File: config.mk
export PLATFORM = sky130hd
export DESIGN_NAME = tmr16_bytebus
export DESIGN_NICKNAME = d
export VERILOG_FILES = /design/src/rtl/tmr16_pkg.sv /design/src/rtl/tmr16_stage.sv /design/src/rtl/tmr16_counter.sv /design/src/rtl/tmr16_cmp_chan.sv /design/src/rtl/tmr16_capture.sv /design/src/rtl/tmr16_bytebus.sv
export SDC_FILE = /design/constraint.sdc
export NUM_CORES = 1
export LEC_CHECK = 0
export BUFFER_PORTS_ARGS = -buffer_cell sky130_fd_sc_hd__buf_2
export CAP_MARGIN = 20
export CORE_MARGIN = 3
export CORE_UTILIZATION = 35
export CTS_BUF_LIST = sky130_fd_sc_hd__clkbuf_4 sky130_fd_sc_hd__clkbuf_8
export CTS_CLUSTER_DIAMETER = 40
export DETAILED_ROUTE_END_ITERATION = 10
export GPL_TIMING_DRIVEN = 1
export PLACE_DENSITY_LB_ADDON = 0.1
export SYNTH_ARGS = -nofsm -noshare
export SYNTH_HDL_FRONTEND = slang
export SYNTH_SLANG_ARGS = --single-unit
export TNS_END_PERCENT = 5
File: constraint.sdc
create_clock -name clk -period 3.6 [get_ports clk]
set_clock_uncertainty 0.15 [all_clocks]
set_input_delay 0.72 -clock clk [delete_from_list [all_inputs] [get_ports clk]]
set_output_delay 0.72 -clock clk [all_outputs]
set_load 0.05 [all_outputs]
File: src/rtl/tmr16_pkg.sv
// Shared definitions for the byte-staged timer: widths, register selector
// and address decode helpers. Assumes a 16-bit count split into two bytes.
package tmr16_pkg;
    localparam int BYTE_W = 8;
    localparam int CNT_W  = 2 * BYTE_W;
    localparam int ADDR_W = 3;
    localparam int N_CMP  = 2;

    typedef enum logic [1:0] {
        SEL_CNT  = 2'd0,
        SEL_CMPA = 2'd1,
        SEL_CMPB = 2'd2,
        SEL_CAP  = 2'd3
    } reg_sel_t;

    // Register selected by a byte offset (pairs of bytes per register).
    function automatic reg_sel_t addr_sel(input logic [ADDR_W-1:0] a);
        return reg_sel_t'(a[ADDR_W-1:1]);
    endfunction
endpackage

File: src/rtl/tmr16_stage.sv
// Bus side of the timer: address decode, the shared staging byte and the
// read-data mux. Assumes one strobe per access; a write strobe takes
// precedence over a read strobe in the same cycle.
module tmr16_stage
    import tmr16_pkg::*;
(
    input  logic              clk,
    input  logic              rst_n,
    input  logic [ADDR_W-1:0] bus_addr,
    input  logic              bus_rd,
    input  logic              bus_wr,
    input  logic [BYTE_W-1:0] bus_wdata,
    input  logic [CNT_W-1:0]  cnt_val,
    input  logic [CNT_W-1:0]  cmp_a_val,
    input  logic [CNT_W-1:0]  cmp_b_val,
    input  logic [CNT_W-1:0]  cap_val,
    output logic [BYTE_W-1:0] temp_val,
    output logic              ld_cnt,
    output logic [N_CMP-1:0]  ld_cmp,
    output logic [CNT_W-1:0]  ld_word,
    output logic [BYTE_W-1:0] bus_rdata
);
    reg_sel_t sel;
    logic     is_lo;
    logic     rd_only;

    // Decode the offset into a register selector and a byte half.
    always_comb begin
        sel     = addr_sel(bus_addr);
        is_lo   = bus_addr[0];
        rd_only = bus_rd && !bus_wr;
    end

    // Low-byte writes commit {staging, data}; capture has no write path.
    always_comb begin
        ld_word   = {temp_val, bus_wdata};
        ld_cnt    = bus_wr && is_lo && (sel == SEL_CNT);
        ld_cmp[0] = bus_wr && is_lo && (sel == SEL_CMPA);
        ld_cmp[1] = bus_wr && is_lo && (sel == SEL_CMPB);
    end

    // Staging byte: high-byte writes park data, high-byte reads freeze low byte.
    always_ff @(posedge clk) begin
        if (!rst_n) begin
            temp_val <= '0;
        end else if (bus_wr && !is_lo && (sel != SEL_CAP)) begin
            temp_val <= bus_wdata;
        end else if (rd_only && !is_lo && (sel == SEL_CNT)) begin
            temp_val <= cnt_val[BYTE_W-1:0];
        end else if (rd_only && !is_lo && (sel == SEL_CAP)) begin
            temp_val <= cap_val[BYTE_W-1:0];
        end
    end

    // Read mux: compare bytes direct, count and capture low bytes from staging.
    always_comb begin
        bus_rdata = '0;
        if (rd_only) begin
            unique case (sel)
                SEL_CNT:  bus_rdata = is_lo ? temp_val : cnt_val[CNT_W-1:BYTE_W];
                SEL_CMPA: bus_rdata = is_lo ? cmp_a_val[BYTE_W-1:0] : cmp_a_val[CNT_W-1:BYTE_W];
                SEL_CMPB: bus_rdata = is_lo ? cmp_b_val[BYTE_W-1:0] : cmp_b_val[CNT_W-1:BYTE_W];
                SEL_CAP:  bus_rdata = is_lo ? temp_val : cap_val[CNT_W-1:BYTE_W];
                default:  bus_rdata = '0;
            endcase
        end
    end
endmodule

File: src/rtl/tmr16_counter.sv
// Free-running count register. A bus load overrides the tick in the same
// cycle. Exposes the next value and an update flag for the match logic.
module tmr16_counter
    import tmr16_pkg::*;
(
    input  logic             clk,
    input  logic             rst_n,
    input  logic             tick,
    input  logic             ld,
    input  logic [CNT_W-1:0] ld_word,
    output logic [CNT_W-1:0] cnt_val,
    output logic [CNT_W-1:0] cnt_next,
    output logic             cnt_upd
);
    // Next-value selection: load first, then increment with natural wrap.
    always_comb begin
        cnt_upd  = ld || tick;
        cnt_next = ld ? ld_word : (tick ? cnt_val + CNT_W'(1) : cnt_val);
    end

    // Count register update.
    always_ff @(posedge clk) begin
        if (!rst_n) cnt_val <= '0;
        else        cnt_val <= cnt_next;
    end
endmodule

File: src/rtl/tmr16_cmp_chan.sv
// One compare channel: a bus-loaded compare register and a registered match
// flag raised when the count is updated to equal the compare value.
module tmr16_cmp_chan
    import tmr16_pkg::*;
(
    input  logic             clk,
    input  logic             rst_n,
    input  logic             ld,
    input  logic [CNT_W-1:0] ld_word,
    input  logic [CNT_W-1:0] cnt_next,
    input  logic             cnt_upd,
    output logic [CNT_W-1:0] cmp_val,
    output logic             match
);
    // Compare register load.
    always_ff @(posedge clk) begin
        if (!rst_n)  cmp_val <= '1;
        else if (ld) cmp_val <= ld_word;
    end

    // Single-cycle match flag on an update that lands on the compare value.
    always_ff @(posedge clk) begin
        if (!rst_n) match <= 1'b0;
        else        match <= cnt_upd && (cnt_next == cmp_val);
    end
endmodule

File: src/rtl/tmr16_capture.sv
// Capture register: the request is registered once, then the count is
// copied. Read-only from the bus; no write path exists.
module tmr16_capture
    import tmr16_pkg::*;
(
    input  logic             clk,
    input  logic             rst_n,
    input  logic             cap_pulse,
    input  logic [CNT_W-1:0] cnt_val,
    output logic [CNT_W-1:0] cap_val
);
    logic cap_q;

    // Register the capture request.
    always_ff @(posedge clk) begin
        if (!rst_n) cap_q <= 1'b0;
        else        cap_q <= cap_pulse;
    end

    // Snapshot the count one cycle after the request.
    always_ff @(posedge clk) begin
        if (!rst_n)     cap_val <= '0;
        else if (cap_q) cap_val <= cnt_val;
    end
endmodule

File: src/rtl/tmr16_bytebus.sv
// Top of the byte-staged 16-bit timer. Wires the bus stage, the counter,
// the compare channels and the capture unit. Assumes a synchronous bus
// with single-cycle strobes.
module tmr16_bytebus
    import tmr16_pkg::*;
(
    input  logic              clk,
    input  logic              rst_n,
    input  logic [ADDR_W-1:0] bus_addr,
    input  logic              bus_rd,
    input  logic              bus_wr,
    input  logic [BYTE_W-1:0] bus_wdata,
    output logic [BYTE_W-1:0] bus_rdata,
    input  logic              cnt_tick,
    input  logic              cap_pulse,
    output logic              match_a,
    output logic              match_b
);
    logic [CNT_W-1:0]            cnt_val;
    logic [CNT_W-1:0]            cnt_next;
    logic                        cnt_upd;
    logic [CNT_W-1:0]            cap_val;
    logic [BYTE_W-1:0]           temp_val;
    logic                        ld_cnt;
    logic [N_CMP-1:0]            ld_cmp;
    logic [CNT_W-1:0]            ld_word;
    logic [N_CMP-1:0][CNT_W-1:0] cmp_val;
    logic [N_CMP-1:0]            match_v;
    logic [CNT_W-1:0]            cmp_a_val;
    logic [CNT_W-1:0]            cmp_b_val;

    // Name the two compare channels for the bus mux and the checker.
    always_comb begin
        cmp_a_val = cmp_val[0];
        cmp_b_val = cmp_val[1];
        match_a   = match_v[0];
        match_b   = match_v[1];
    end

    tmr16_stage u_stage (
        .clk       (clk),
        .rst_n     (rst_n),
        .bus_addr  (bus_addr),
        .bus_rd    (bus_rd),
        .bus_wr    (bus_wr),
        .bus_wdata (bus_wdata),
        .cnt_val   (cnt_val),
        .cmp_a_val (cmp_a_val),
        .cmp_b_val (cmp_b_val),
        .cap_val   (cap_val),
        .temp_val  (temp_val),
        .ld_cnt    (ld_cnt),
        .ld_cmp    (ld_cmp),
        .ld_word   (ld_word),
        .bus_rdata (bus_rdata)
    );

    tmr16_counter u_cnt (
        .clk      (clk),
        .rst_n    (rst_n),
        .tick     (cnt_tick),
        .ld       (ld_cnt),
        .ld_word  (ld_word),
        .cnt_val  (cnt_val),
        .cnt_next (cnt_next),
        .cnt_upd  (cnt_upd)
    );

    for (genvar gi = 0; gi < N_CMP; gi++) begin : g_cmp
        tmr16_cmp_chan u_chan (
            .clk      (clk),
            .rst_n    (rst_n),
            .ld       (ld_cmp[gi]),
            .ld_word  (ld_word),
            .cnt_next (cnt_next),
            .cnt_upd  (cnt_upd),
            .cmp_val  (cmp_val[gi]),
            .match    (match_v[gi])
        );
    end

    tmr16_capture u_cap (
        .clk       (clk),
        .rst_n     (rst_n),
        .cap_pulse (cap_pulse),
        .cnt_val   (cnt_val),
        .cap_val   (cap_val)
    );
endmodule

# Word level (Yosys, flattened, before mapping)
# Cells that the tools add are included.
# word_totals
word_cells	43
in_bits	17
out_inout_bits	10
reg_bits	75
# classes
muxes	11
n_reduce_logical	17
eq_ne	6
add_sub_neg	1
# op_table
cell	n
$mux 8	8
$eq 16x16->1	2
$mux 16	2
$pmux 8 s4	1
$add 16x1->16 const B	1
$logic_and 1x1->1	12
$eq 2x2->1 const B	2
$reduce_bool 3->1	1
$eq 2x1->1 const B	1
$logic_not 1->1	2
$logic_not 2->1	1
$ne 2x2->1 const B	1
$logic_or 1x1->1	1

# Longest topological paths before layout
# depth
ltp_word	7
mapped_depth	9
mapped_depth_nobuf	8

# Cells and area by module
# Synthesis repeated with hierarchy kept, for this count alone.
# hier_totals
hier_cells	486
area_unflattened_um2	4413.0
# modules_own_cells
module	n_inst	area_each_um2	cells_per_inst	seq_area_each_um2
tmr16_cmp_chan	2	763.2	75	340.3
tmr16_stage	1	1244.9	162	160.2
tmr16_counter	1	999.7	121	320.3
tmr16_capture	1	641.9	53	340.3

# Least setup slack after synthesis
# OpenSTA, ideal clock, no wires.
# synth_path
path_kind	in2reg
startpoint	input cnt_tick
endpoint	register g_cmp[0].u_chan.match
n_path_buf	1
path_slack_ns	0.534
arrival_ns	2.828
path_stages	8
required_time_ns	3.362
path_cell_list	buf_6 > nand4_2 > nor4_4 > xnor2_1 > nor3_1 > or4_1 > or4_1 > nor4_2
# synth_between
elab_chain_cells	4
elab_cells_between_ends	5
cone_classes	eq/ne: 1; mux: 2; reduce/logical: 2
# synth_rtl
item	line_no	rtl
start, declared	tmr16_bytebus.sv:14	input logic cnt_tick,
$mux 16 (2 in a row)	tmr16_counter.sv:18	cnt_next = ld ? ld_word : (tick ? cnt_val + CNT_W'(1) : cnt_val);
$eq 16x16->1	tmr16_cmp_chan.sv:24	else match <= cnt_upd && (cnt_next == cmp_val);
$logic_and 1x1->1 (*)	tmr16_cmp_chan.sv:24	
end signal, assigned	tmr16_cmp_chan.sv:24	
end, declared	tmr16_cmp_chan.sv:13	output logic match
# Every way passes the cells marked *; elsewhere a longest branch is shown, timed or not.
# A chain may end at the register's enable or synchronous reset.

# Worst setup path after layout
# layout_path
startpoint	input bus_addr[2]
endpoint	output bus_rdata[0]
# layout_between
elab_chain_cells	3
elab_cells_between_ends	6
cone_classes	eq/ne: 3; mux: 2; reduce/logical: 1
# layout_rtl
item	line_no	rtl
start, declared	tmr16_bytebus.sv:9	input logic [ADDR_W-1:0] bus_addr,
$eq 2x2->1 (tied with other cells)	tmr16_stage.sv:59	unique case (sel)
$pmux 8 s4 (*)	tmr16_stage.sv:59	
$mux 8 (*)	tmr16_stage.sv:58	if (rd_only) begin
end, declared	tmr16_bytebus.sv:13	output logic [BYTE_W-1:0] bus_rdata,
# Marked as above.

==> results summary <==
The flow ran to the end, and the final reports show no timing, DRC or antenna violations. The number of I/O pins came out at 27. The leakage power came out at 0.001980 uW. The netlist area before placement came out at 4380 sq um. Traced cell by cell, the critical path runs through buf_2 -> buf_4 -> nand2b_1 -> nand2_1 -> nor2_1 -> o21ai_0 -> o21ai_0 -> nor2_1 -> buf_2. The routed via count came out at 4044. The weighted congestion at the end of routability-driven global placement came out at between 0.9 and 1. The dominant cell type by area after synthesis is sky130_fd_sc_hd__dfxtp_1. After synthesis, the largest area contributor takes up between 30 and 40% of total cell area. The normalized max-slew margin is 57.74%. The CTS clock-pin slew for the worst setup and hold paths is 70 ps. The utilization after layout came out at between 40% and 50%. The placeable core area came out at 12110 sq um. Setup repair after global routing left no endpoint under its margin. The power density over the cells came out at 382.1 nW/um^2. The min-delay analysis places its worst path in the category flip-flop to flip-flop.

The detailed router finished its first iteration with ~330 violations. Max-cap violations in this run came to 0. The peak fanout along the critical path came out at 10.

The Yosys warning count came out at 0. The largest net degree at the start of global routing came out at 31. The number of enable-type register cells in the synthesized netlist is 0. TritonCTS created 9 clock buffers. The largest voltage drop on the vdd net is between 0.15 and 0.2 mV. The mean routed wirelength per cell came out at about 21 microns. The tree is rooted in a sky130_fd_sc_hd__clkbuf_8.

The maximum frequency from static timing analysis came out at 312.7 MHz. CTS saw 75 sinks. The critical path data arrival time is around 2300 ps. The via density per instance came out at 5.555. The final HPWL from detailed placement is 11660 microns. The insertion delay to the later sink of the worst-skew pair is about 370 ps. The fraction of registers with async set or reset after synthesis is 0%. The post-route DRC violation count came out at 0. The cell count after synthesis came out at 543. STA classifies the critical path endpoint as a primary output.

The number of iterations in the first detailed-routing pass is 5. The share of synthesized area occupied by flip-flops and latches is between 30% and 40%. The die is 117.9 microns wide. The die is 117.9 microns tall. The critical path is of the input pin to primary output type.

The number of H-tree levels came out at 3. The count of input and output buffers is 26. Counting distinct cell types in the post-synthesis netlist gives 59. The post-route non-filler standard cell count came out at 728. The flop and latch count out of synthesis is 75. The setup TNS came out at 0 ps. Summed over all layers, the routed wires come to 15480 microns.

TritonCTS built the clock tree. The final critical path time including I/O delays and setup is 3198 ps. In this run the remaining antenna-violating nets after routing total 0. The most used flip-flop cell after synthesis is sky130_fd_sc_hd__dfxtp_1.

The global route total overflow came out at 0. The slowest stage of the critical path belongs to the cell sky130_fd_sc_hd__nand2_1. The mean cell area of the mapped netlist is ~8 sq um.

The number of global-route vias before repair came out at ~3800. The area of the die came out at 13890 sq um. The all-layer global routing usage is 22.58%. The kind of cell with the highest combined delay along the critical path is simple AND/OR/NAND/NOR gates.

The buffering stage count on the worst path with inverters included came out at 3. The net total in the final layout is approximately 570. The number of buffers on the longest clock path came out at 2. After clock tree synthesis, the repair step resized 0 gates. Setup violations remaining at the end of the flow were counted as 0. The starting density of the core is 36.17%. The number of cells in the design after placement is 711. The number of setup buffers added after CTS is 0. The layout overhead on the synthesized area came out at 12.03%. The number of buffers inserted by hold repair at cts came out at 0. The number of core rows is 40. The final max-slew violation count came out at 0. The maximum single-stage delay on the critical path came out at about 320 ps. The fraction of layout instances using a drive strength above 1 is between 10 and 15%. The first-pass GRT wire length came out at 23770 microns. The post-route fraction of the period consumed by the critical path came out at between 80% and 90%. The total count of hold-check failures in the final report came out at 0. STA puts the critical path data required time at 2730 ps.

The measured slew at the worst slew-check pin came out at 625.2 ps. Yosys attributes the largest share of cell area to sky130_fd_sc_hd__dfxtp_1, sky130_fd_sc_hd__nand2_1, sky130_fd_sc_hd__nor2_1. STA classifies the critical path startpoint as an input pin. 0 antenna diodes ended up in the layout.

The initial antenna violation count came out at 0. The total nets after synthesis came out at 561.
[metal layers]
| layer | wire length [microns] | track usage, % |
|---|---|---|
| met1 | 7345 | 31.18 |
| met2 | 7047 | 35.64 |
| met3 | 885 | 5.334 |
| met4 | 202 | 5.641 |
| met5 | 0 | 0 |
[stage by stage]
step,area (sq um),hold WS [ps],total power [uW],worst slack [ps]
after detailed placement,4690,336.0,1204,235.5
after CTS,4892,354.1,1886,446.8
after global routing,4907,377.0,1952,232.3
after global placement,4690,326.4,1203,314.2
final,4907,346.6,1875,402.1
after floorplan,4380,304.8,1102,533.7
[layout make-up]
| class | count | area [sq um] |
|---|---|---|
| Fill cell | 1271 | 7204 |
| Multi-Input combinational cell | 411 | 2653 |
| Sequential cell | 75 | 1501 |
| Timing Repair Buffer | 48 | 302.8 |
| Tap cell | 168 | 210.2 |
| Clock buffer | 14 | 167.7 |
| Inverter | 10 | 37.54 |
| Clock inverter | 2 | 35.03 |
[registers in the layout, indices dropped and copies added, names as in the netlist]
register              flops
u_stage.temp_val          8
u_cap.cap_val            16
g_cmp.u_chan.match        2
u_cap.cap_q               1
g_cmp.u_chan.cmp_val     32
u_cnt.cnt_val            16
[tightest hold or removal path: cells and delay by family (launching register included)]
kind          cells  cell delay (ps)
simple gates      1               70
flops             1              330
mux               1               60
[final timing paths]
kind,depth (start not counted),slack [ps],to,startpoint
setup / recovery,9,400,bus_rdata[0],bus_addr[2]
hold / removal,2,350,u_cap.cap_val[1],u_cap.cap_val[1]
setup reg to reg,7,560,g_cmp[0].u_chan.match,u_cnt.cnt_val[0]
hold reg to reg,2,350,u_cap.cap_val[1],u_cap.cap_val[1]
[layout by cell type (no fill, tap or decap), types with 2 or more instances in the layout]
master,count
sky130_fd_sc_hd__buf_4,21
sky130_fd_sc_hd__mux4_2,8
sky130_fd_sc_hd__clkbuf_8,10
sky130_fd_sc_hd__and3_1,5
sky130_fd_sc_hd__o311ai_0,3
sky130_fd_sc_hd__a221oi_1,9
sky130_fd_sc_hd__buf_2,26
sky130_fd_sc_hd__or2_2,2
sky130_fd_sc_hd__a31oi_1,3
sky130_fd_sc_hd__nand2b_1,3
sky130_fd_sc_hd__nor2b_1,2
sky130_fd_sc_hd__o21ai_0,25
sky130_fd_sc_hd__a21oi_1,15
sky130_fd_sc_hd__o211ai_1,10
sky130_fd_sc_hd__dfxtp_1,75
sky130_fd_sc_hd__nand4_1,9
sky130_fd_sc_hd__nor2_1,73
sky130_fd_sc_hd__inv_1,10
sky130_fd_sc_hd__mux2i_1,25
sky130_fd_sc_hd__nor4_1,4
sky130_fd_sc_hd__nor3_1,6
sky130_fd_sc_hd__nand3_1,27
sky130_fd_sc_hd__xor2_1,18
sky130_fd_sc_hd__clkbuf_4,4
sky130_fd_sc_hd__and2_1,9
sky130_fd_sc_hd__xnor2_1,27
sky130_fd_sc_hd__or4_1,5
sky130_fd_sc_hd__a211oi_1,7
sky130_fd_sc_hd__nand2_1,75
sky130_fd_sc_hd__o22ai_1,11
sky130_fd_sc_hd__a2111oi_0,3
[synth_stat cells (8+ instances only)]
cell	n
sky130_fd_sc_hd__mux4_2	8
sky130_fd_sc_hd__mux2i_1	25
sky130_fd_sc_hd__nand4_1	9
sky130_fd_sc_hd__nand3_1	27
sky130_fd_sc_hd__o22ai_1	11
sky130_fd_sc_hd__clkbuf_1	31
sky130_fd_sc_hd__o211ai_1	10
sky130_fd_sc_hd__o21ai_0	25
sky130_fd_sc_hd__nand2_1	75
sky130_fd_sc_hd__a221oi_1	9
sky130_fd_sc_hd__inv_1	10
sky130_fd_sc_hd__xor2_1	18
sky130_fd_sc_hd__dfxtp_1	75
sky130_fd_sc_hd__xnor2_1	27
sky130_fd_sc_hd__nor2_1	73
sky130_fd_sc_hd__a21oi_1	15
sky130_fd_sc_hd__and2_1	9
[logic make-up after synthesis]
logic type,Yosys count,synth area share (%)
compound gates,99,15.25
flops,75,34.28
mux,34,10.17
simple gates,231,25.22
fa+ha+maj,1,0.2856
buf+inv,57,5.284
xor+xnor,46,9.512
[power by group]
part           switching [uW]  internal, uW
clock                     316           370
sequential               53.4           857
combinational             168           111
total                     537          1340
No activity file was read; power rests on OpenSTA's default activity.
